**src/rtl/wrlvl_pkg.sv**
```systemverilog
package wrlvl_pkg;

  typedef enum logic [2:0] {
    WL_IDLE   = 3'd0,
    WL_SETTLE = 3'd1,
    WL_PULSE  = 3'd2,
    WL_WAIT   = 3'd3,
    WL_EVAL   = 3'd4,
    WL_LOCKED = 3'd5,
    WL_FAILED = 3'd6
  } wlState_e;

  // strobes from the sequencer to the datapath
  typedef struct packed {
    logic loadSettle;
    logic loadWait;
    logic cntDec;
    logic tapInc;
    logic tapClr;
    logic sampleFb;
    logic primePrev;
  } wlCtl_t;

endpackage

```
**src/rtl/wrlvl_dpath.sv**
```systemverilog
module wrlvl_dpath
  import wrlvl_pkg::*;
#(
  parameter int DQ_W        = 8,
  parameter int TAP_W       = 5,
  parameter int SETTLE_CYC  = 12,
  parameter int FB_WAIT_CYC = 4
) (
  input  logic             clk,
  input  logic             rstN,
  input  wlCtl_t           ctl,
  input  logic [DQ_W-1:0]  dqFb,
  output logic             cntZero,
  output logic             fbNow,
  output logic             prevFb,
  output logic             tapAtMax,
  output logic [TAP_W-1:0] tap
);

  localparam int CNT_MAX = (SETTLE_CYC > FB_WAIT_CYC) ? SETTLE_CYC : FB_WAIT_CYC;
  localparam int CNT_W   = $clog2(CNT_MAX + 1);
  localparam logic [CNT_W-1:0] SETTLE_LOAD = CNT_W'(SETTLE_CYC - 1);
  localparam logic [CNT_W-1:0] WAIT_LOAD   = CNT_W'(FB_WAIT_CYC - 1);
  localparam logic [TAP_W-1:0] TAP_TOP     = {TAP_W{1'b1}};

  logic [CNT_W-1:0] cntQ;

  // shared interval counter for the settle and the feedback wait
  always_ff @(posedge clk or negedge rstN) begin
    if (!rstN) begin
      cntQ <= '0;
    end else if (ctl.loadSettle) begin
      cntQ <= SETTLE_LOAD;
    end else if (ctl.loadWait) begin
      cntQ <= WAIT_LOAD;
    end else if (ctl.cntDec && cntQ != '0) begin
      cntQ <= cntQ - 1'b1;
    end
  end

  assign cntZero = (cntQ == '0);

  // all bits must agree high, a partial high is read as low
  assign fbNow = &dqFb;

  always_ff @(posedge clk or negedge rstN) begin
    if (!rstN) begin
      prevFb <= 1'b1;
    end else if (ctl.primePrev) begin
      prevFb <= 1'b1;
    end else if (ctl.sampleFb) begin
      prevFb <= fbNow;
    end
  end

  always_ff @(posedge clk or negedge rstN) begin
    if (!rstN) begin
      tap <= '0;
    end else if (ctl.tapClr) begin
      tap <= '0;
    end else if (ctl.tapInc) begin
      tap <= tap + 1'b1;
    end
  end

  assign tapAtMax = (tap == TAP_TOP);


  no_underflow_chk: assert property (@(posedge clk) disable iff (!rstN)
    ctl.cntDec |-> cntQ != '0);


  no_tap_wrap_chk: assert property (@(posedge clk) disable iff (!rstN)
    ctl.tapInc |-> !tapAtMax);

endmodule

```
**src/rtl/wrlvl_fsm.sv**
```systemverilog
module wrlvl_fsm
  import wrlvl_pkg::*;
#(
  parameter int TAP_W = 5
) (
  input  logic             clk,
  input  logic             rstN,
  input  logic             start,
  input  logic             cntZero,
  input  logic             fbNow,
  input  logic             prevFb,
  input  logic             tapAtMax,
  input  logic [TAP_W-1:0] tap,
  output wlCtl_t           ctl,
  output logic             odtEn,
  output logic             dqsPulse,
  output logic             done,
  output logic             error
);

  wlState_e stateQ, stateD;

  always_ff @(posedge clk or negedge rstN) begin
    if (!rstN) stateQ <= WL_IDLE;
    else       stateQ <= stateD;
  end

  always_comb begin
    stateD = stateQ;
    ctl    = '0;
    unique case (stateQ)
      WL_IDLE, WL_LOCKED, WL_FAILED: begin
        if (start) begin
          stateD         = WL_SETTLE;
          ctl.loadSettle = 1'b1;
          ctl.tapClr     = 1'b1;
          ctl.primePrev  = 1'b1;
        end
      end
      WL_SETTLE: begin
        if (cntZero) stateD = WL_PULSE;
        else         ctl.cntDec = 1'b1;
      end
      WL_PULSE: begin
        stateD       = WL_WAIT;
        ctl.loadWait = 1'b1;
      end
      WL_WAIT: begin
        if (cntZero) stateD = WL_EVAL;
        else         ctl.cntDec = 1'b1;
      end
      WL_EVAL: begin
        ctl.sampleFb = 1'b1;
        if (fbNow && !prevFb) begin
          stateD = WL_LOCKED;
        end else if (tapAtMax) begin
          stateD     = WL_FAILED;
          ctl.tapClr = 1'b1;
        end else begin
          stateD     = WL_PULSE;
          ctl.tapInc = 1'b1;
        end
      end
      default: stateD = WL_IDLE;
    endcase
  end

  assign odtEn    = (stateQ == WL_SETTLE) || (stateQ == WL_PULSE) ||
                    (stateQ == WL_WAIT)   || (stateQ == WL_EVAL);
  assign dqsPulse = (stateQ == WL_PULSE);
  assign done     = (stateQ == WL_LOCKED) || (stateQ == WL_FAILED);
  assign error    = (stateQ == WL_FAILED);


  pulse_single_chk: assert property (@(posedge clk) disable iff (!rstN)
    dqsPulse |=> !dqsPulse);


  tap_step_chk: assert property (@(posedge clk) disable iff (!rstN)
    (stateQ == WL_EVAL && stateD == WL_PULSE) |=> tap == $past(tap) + 1'b1);


  odt_off_done_chk: assert property (@(posedge clk) disable iff (!rstN)
    done |-> !odtEn && !dqsPulse);


  no_tap0_lock_chk: assert property (@(posedge clk) disable iff (!rstN)
    (done && !error) |-> tap != '0);


  fail_tap_zero_chk: assert property (@(posedge clk) disable iff (!rstN)
    error |-> done && tap == '0);


  hold_result_chk: assert property (@(posedge clk) disable iff (!rstN)
    (done && !start) |=> done && $stable(error) && $stable(tap));

endmodule

```
**src/rtl/wrlvl_engine.sv**
```systemverilog
module wrlvl_engine
  import wrlvl_pkg::*;
#(
  parameter int DQ_W        = 8,
  parameter int TAP_W       = 5,
  parameter int SETTLE_CYC  = 12,
  parameter int FB_WAIT_CYC = 4
) (
  input  logic             clk,
  input  logic             rstN,
  input  logic             start,
  input  logic [DQ_W-1:0]  dqFb,
  output logic             odtEn,
  output logic             dqsPulse,
  output logic [TAP_W-1:0] dlyTap,
  output logic             done,
  output logic             error
);

  wlCtl_t ctl;
  logic   cntZero, fbNow, prevFb, tapAtMax;

  wrlvl_fsm #(.TAP_W(TAP_W)) fsm_i (
    .clk(clk), .rstN(rstN), .start(start),
    .cntZero(cntZero), .fbNow(fbNow), .prevFb(prevFb),
    .tapAtMax(tapAtMax), .tap(dlyTap), .ctl(ctl),
    .odtEn(odtEn), .dqsPulse(dqsPulse), .done(done), .error(error)
  );

  wrlvl_dpath #(
    .DQ_W(DQ_W), .TAP_W(TAP_W),
    .SETTLE_CYC(SETTLE_CYC), .FB_WAIT_CYC(FB_WAIT_CYC)
  ) dpath_i (
    .clk(clk), .rstN(rstN), .ctl(ctl), .dqFb(dqFb),
    .cntZero(cntZero), .fbNow(fbNow), .prevFb(prevFb),
    .tapAtMax(tapAtMax), .tap(dlyTap)
  );

endmodule

```
**config.mk**
```make
export PLATFORM = sky130hd
export DESIGN_NAME = wrlvl_engine
export DESIGN_NICKNAME = d
export VERILOG_FILES = /design/src/rtl/wrlvl_pkg.sv /design/src/rtl/wrlvl_dpath.sv /design/src/rtl/wrlvl_fsm.sv /design/src/rtl/wrlvl_engine.sv
export SDC_FILE = /design/constraint.sdc
export NUM_CORES = 1
export LEC_CHECK = 0
export CAP_MARGIN = 20
export CORE_AREA = 2 2 47 49
export DETAILED_ROUTE_END_ITERATION = 7
export DIE_AREA = 0 0 49 51
export PLACE_DENSITY = 0.72
export SKIP_LAST_GASP = 1
export SLEW_MARGIN = 20
export SYNTH_ARGS = -nofsm -noshare
export SYNTH_HDL_FRONTEND = slang
export SYNTH_SLANG_ARGS = --single-unit
```
**constraint.sdc**
```tcl
create_clock -name clk -period 1.8 [get_ports clk]
set_clock_uncertainty 0.2 [all_clocks]
set_input_delay 0.36 -clock clk [delete_from_list [all_inputs] [get_ports clk]]
set_output_delay 0.36 -clock clk [all_outputs]
set_load 0.005 [all_outputs]
```
== After elaboration in Yosys (flattened, before gate mapping) ==
Index checks and enable logic that the tools add are counted.
Storage, ports and cells
  bits in registers: 13
  latch bits: 0
  bits in writable memories: 0
  ROM bits: 0
  input bits: 11
  output and inout bits: 9
  logic and storage cells: 57
  memories: 0
Cells by class
  $add $sub $neg: 2
  $mul: 0
  divide/modulo/power cells: 0
  order comparisons: 0
  equal/unequal tests: 10
  shift-type cells: 0
  multiplexer cells: 24
  bitwise logic cells: 0
  reduce and logical (&&, ||, !) cells: 17
Operators by type and width (count)
  $mux W3: 5
  $pmux W3 S5: 1
  $mux W4: 3
  $mux W1: 11
  $mux W5: 2
  $eq A3 B3 Y1 const B: 3
  $reduce_and A8 Y1: 1
  $eq A3 B2 Y1 const B: 2
  $ne A2 B2 Y1 const B: 3
  $add A5 B1 Y5 const B: 1
  $eq A5 B5 Y1 const B: 1
  $logic_not A4 Y1: 1
  $logic_or A1 B1 Y1: 4
  $reduce_bool A2 Y1: 2
  $reduce_bool A4 Y1: 1
  $sub A4 B1 Y4 const B: 1
  $eq A3 B1 Y1 const B: 1
  $logic_not A3 Y1: 1
  $reduce_and A3 Y1: 1
  $reduce_bool A3 Y1: 1
  $reduce_or A3 Y1: 1
  $logic_and A1 B1 Y1: 2
  $mux W2: 1
  $pmux W1 S2: 1
  other kinds (2): 2

== Logic depth before layout (Yosys ltp) ==
  depth in word-level cells: 7
  mapped depth: 6
  depth with buffers taken out: 6

== Cells and area by module ==
A second synthesis with hierarchy kept.
Second synthesis, totals
  cells, all modules: 94
  area, all modules: 875.8 um^2
By module, submodules not included
  wrlvl_dpath: times used 1, cells each 52, area an instance 535.5 um^2, sequential area each 251.5 um^2
  wrlvl_fsm: times used 1, cells each 42, area an instance 340.3 um^2, sequential area each 75.1 um^2

== Worst setup path after synthesis ==
No wires, ideal clock.
  path type: register to register
  start: register dpath_i.tap[0]
  end: register dpath_i.tap[3]
  arrival time: 1.679 ns
  path slack: -0.156 ns
  stages on the path, launching flop included: 6
  buffers on the path: 0
  cell sequence: dfrtp_1 > ha_1 > and3_1 > ha_1 > or4_1 > a21oi_1
Between the ends
  word-level cells in the longest chain between the ends: 5
  elaborated cells on any way between the ends: 10
Ends and longest elaborated chain
  start, declared: RTL line wrlvl_dpath.sv:17  | output logic [TAP_W-1:0] tap
  start signal, assigned: RTL line wrlvl_dpath.sv:62  | tap <= tap + 1'b1;
  $eq A5 B5 Y1: RTL line wrlvl_dpath.sv:66  | assign tapAtMax = (tap == TAP_TOP);
  $mux W1: RTL line wrlvl_fsm.sv:56  | end else if (tapAtMax) begin
  $mux W2: RTL line wrlvl_fsm.sv:54  | if (fbNow && !prevFb) begin
  $pmux W1 S2 / $mux W1 (equally long branches): RTL line wrlvl_fsm.sv:31  | unique case (stateQ)
  $mux W5 / $reduce_bool A2 Y1 (equally long branches)
Several ways; a longest one is shown, not always the timed one. The select of a mux whose other input is x is not followed.
A chain may end at the register's enable or synchronous reset.

== Final worst setup path ==
  start: register fsm_i.stateQ[1]
  end: register dpath_i.tap[2]
Between the ends
  word-level cells in the longest chain between the ends: 4
  elaborated cells on any way between the ends: 9
Ends and longest elaborated chain
  start, declared: RTL line wrlvl_fsm.sv:21  | wlState_e stateQ, stateD;
  start signal, assigned: RTL line wrlvl_fsm.sv:25  | else stateQ <= stateD;
  $eq A3 B3 Y1 / $logic_not A3 Y1 (equally long branches): RTL line wrlvl_fsm.sv:31
  $reduce_or A3 Y1: RTL line wrlvl_fsm.sv:31
  $pmux W1 S2: RTL line wrlvl_fsm.sv:31
  $mux W5 / $reduce_bool A2 Y1 (equally long branches)
Several ways; a longest one is shown, not always the timed one.

==> impl_metrics.json <==
{
  "cts_num_sinks": 13,
  "path_delay_family": "simple AND/OR/NAND/NOR gates",
  "grtUsageTotal": 0.229,
  "via_per_inst": 5.34,
  "crit_chain": "buf_6 > and2b_2 > o311ai_2 > buf_4 > or4b_4 > a21oi_2",
  "drive_gt1_frac": 0.541,
  "pwr-share-clk": 0.093,
  "grt_pass1_wl_um": 4360,
  "p_per_area_mw_per_mm2": 1250,
  "period_needed_ns": 1.96,
  "reg2reg_to": "dpath_i.tap[2]$_DFFE_PN0P_",
  "hold_viol_final": 0,
  "start_util": 0.400,
  "synth_top_area_cell": "dfrtp_1",
  "finalSetupViolations": 10,
  "crit_path_start_kind": "register",
  "drc": 0,
  "syn_avg_cell_area_um2": 9.07,
  "rr_worst_depth": 6,
  "synth_fp_nets": 106,
  "syn_inst": 91,
  "placed_area_mm2": 0.00125,
  "vias": 999,
  "dieArea_mm2": 0.00250,
  "fmax_mhz": 510,
  "clk_latency_ns": 0.28,
  "final_cells": 187,
  "synth.cell_area_um2": 826,
  "cp_data_arrival_time_ns": 1.98,
  "htree_levels": 1,
  "crit_path_max_incr_delay_ns": 0.48,
  "rsz0062_at_grt": "true",
  "violations": "setup timing",
  "yosys-top-cells-area": "dfrtp_1 (36%), ha_1 (6.1%), xnor2_1 (4.2%)",
  "critPathMaxFanout": 7,
  "coreArea_mm2": 0.00206,
  "die_w_um": 49,
  "cts_buffers": 3,
  "hold_path_class": "primary input to asynchronous set/reset pin",
  "power.switching_uw": 739,
  "antenna_cells": 0,
  "die_h_um": 51,
  "worst_slew_pin_slew_ns": 0.262,
  "clock_path_buffers": 2,
  "ys_ff_latch": 13,
  "fillerInstances": 139,
  "leakagePower_nw": 0.751,
  "grt_start_max_net_pins": 14,
  "relSlewSlack": 0.823,
  "synth_top_cell_area_share": 0.364,
  "cts_tree": "built",
  "outcome": "finished, violations left",
  "intPower_mw": 1.24,
  "ant_nets": 0,
  "place_inst": 160,
  "combPwrFrac": 0.661,
  "hold_buffers": 0,
  "ys_seq_area_frac": 0.395,
  "portBuffers": 19,
  "worst_slack_ns": -0.161,
  "grt_antenna_before_repair": 0,
  "design_area_mm2": 0.00158,
  "dp_hpwl_um": 1690,
  "clk_pin_slew_ns": 0.09,
  "drtIter0Drc": 9,
  "fin_setup_tns_ns": -0.763,
  "ys_warn_count": 0,
  "crit_buf_inv": 2,
  "grt_overflow": 0,
  "seq_power_share": 0.246,
  "cp.required_ns": 1.82,
  "path_class": "register to register",
  "reg2reg_slack_ns": -0.16,
  "row_count": 17,
  "wl_per_cell_um": 14.8,
  "firstDrtPassIters": 4,
  "wl_um": 2780,
  "gp_congestion": 0.803,
  "netlist-cell-type-count": 37,
  "reg2reg_from": "fsm_i.stateQ[1]$_DFFE_PN0P_",
  "nets": 175,
  "cp-end-kind": "register",
  "cp_slowest_cell": "or4b_4",
  "synthToLayoutAreaGrowth_pct": 90.9,
  "period_share": 1.09,
  "io-pin-count": 20,
  "vdd_ir_drop_max_mv": 0.882,
  "switching_share": 0.374,
  "grt_pass1_vias": 1024,
  "root_buffer": "clkbuf_4",
  "cap_violations": 0,
  "slew_viol_final": 0
}
==> routing by layer <==
metal | wire (um) | track usage | vias to the layer above
li1 | - | - | 472
met1 | 1140 | 0.252 | 485
met2 | 1450 | 0.422 | 32
met3 | 116 | 0.0614 | 10
met4 | 73 | 0.0857 | 0
met5 | 0 | 0 | -
==> state kept, by name, indices dropped and copies added (netlist names) <==
signal,flops
dpath_i.tap,5
dpath_i.cntQ,4
fsm_i.stateQ,3
dpath_i.prevFb,1
==> synth_stat cells (all sizes together) <==
master   n
dfstp    1
dfrtp   12
nand3    2
or3b     1
a21o     1
or4b     1
a211o    1
nand2    8
o22ai    2
or4      1
or3      2
ha       4
and3     2
and4     1
nor3b    2
a31oi    2
and2     1
xor2     1
a31o     3
nor2     5
o21ai    4
xnor2    4
buf      3
a2111o   1
nor2b    2
inv      5
a21oi    6
nor3     5
and2b    1
o311ai   2
nand2b   2
o41ai    1
nand4    2
==> logic make-up (layout without fill, tap and decap cells) <==
| logic type | Yosys count | in the layout | synth area share |
|---|---|---|---|
| adder cells (fa/ha/maj) | 4 | 4 | 0.0606 |
| flip-flops | 13 | 13 | 0.395 |
| XOR/XNOR | 5 | 5 | 0.0530 |
| AND/OR/NAND/NOR | 38 | 38 | 0.256 |
| AO/OA/AOI/OAI | 23 | 23 | 0.188 |
| buffers and inverters | 8 | 76 | 0.0470 |
==> worst reg2reg max path, stage by stage (launching register included) <==
cell      delay [ns]
dfrtp_2         0.44
buf_6           0.12
and2b_2         0.24
o311ai_2        0.10
buf_4           0.18
or4b_4          0.49
a21oi_2         0.13
==> power by group through the flow <==
| stage | registers, mW | clock network, mW | logic, mW |
|---|---|---|---|
| floorplan | 0.468 | 0 | 0.515 |
| global placement | 0.493 | 0 | 0.839 |
| detailed placement | 0.498 | 0 | 0.853 |
| CTS | 0.480 | 0.187 | 1.11 |
| global route | 0.494 | 0.201 | 1.43 |
| finish | 0.486 | 0.184 | 1.31 |
==> final cells by class <==
class,count,area (um2),area share
clock buffers,4,26.3,0.0167
flip-flops and latches,13,329,0.209
well taps,28,35.0,0.0222
repair buffers,67,561,0.356
inverters,5,18.8,0.0119
multi-input cells,70,607,0.385
==> stage by stage <==
step / util / hold slack, ns / setup WS [ns] / power, mW
floorplan: - / -0.136 / -0.0303 / 0.983
global placement: 0.605 / 0.374 / -0.212 / 1.33
detailed placement: 0.605 / 0.389 / -0.285 / 1.35
CTS: 0.691 / 0.185 / -0.221 / 1.78
global route: 0.764 / 0.190 / -0.198 / 2.13
finish: 0.764 / 0.176 / -0.161 / 1.98
==> placed cells by master (no fill, tap or decap), drive strengths merged, types with 5 or more instances in the layout <==
cell type       n
nor3            5
inv             5
nor2            5
clkbuf          5
dfrtp          12
nand2           8
clkdlybuf4s50  12
buf            50
a21oi           6
==> how the worst max path moves through the flow <==
stage	start	endpoint	slack, ns	depth (start not counted)
after global placement	dqFb[7]	dpath_i.tap[3]$_DFFE_PN0P_	-0.21	6
after CTS	fsm_i.stateQ[2]$_DFFE_PN0P_	error	-0.22	3
after detailed placement	dqFb[6]	dpath_i.tap[2]$_DFFE_PN0P_	-0.28	7
final	fsm_i.stateQ[1]$_DFFE_PN0P_	dpath_i.tap[2]$_DFFE_PN0P_	-0.16	6
after global routing	fsm_i.stateQ[1]$_DFFE_PN0P_	dpath_i.tap[0]$_DFFE_PN0P_	-0.20	7
after floorplan	dpath_i.tap[1]$_DFFE_PN0P_	dpath_i.tap[2]$_DFFE_PN0P_	-0.03	5
==> repair_timing <==
item                       4_1_cts  5_1_grt
setup endpoints to repair       12       16
cloned                           0        0
resized for setup               27       22
setup buffers                   14        9
pin swaps                        7        9
hold endpoints to repair         0        0
Power figures use the tool's default switching activity.
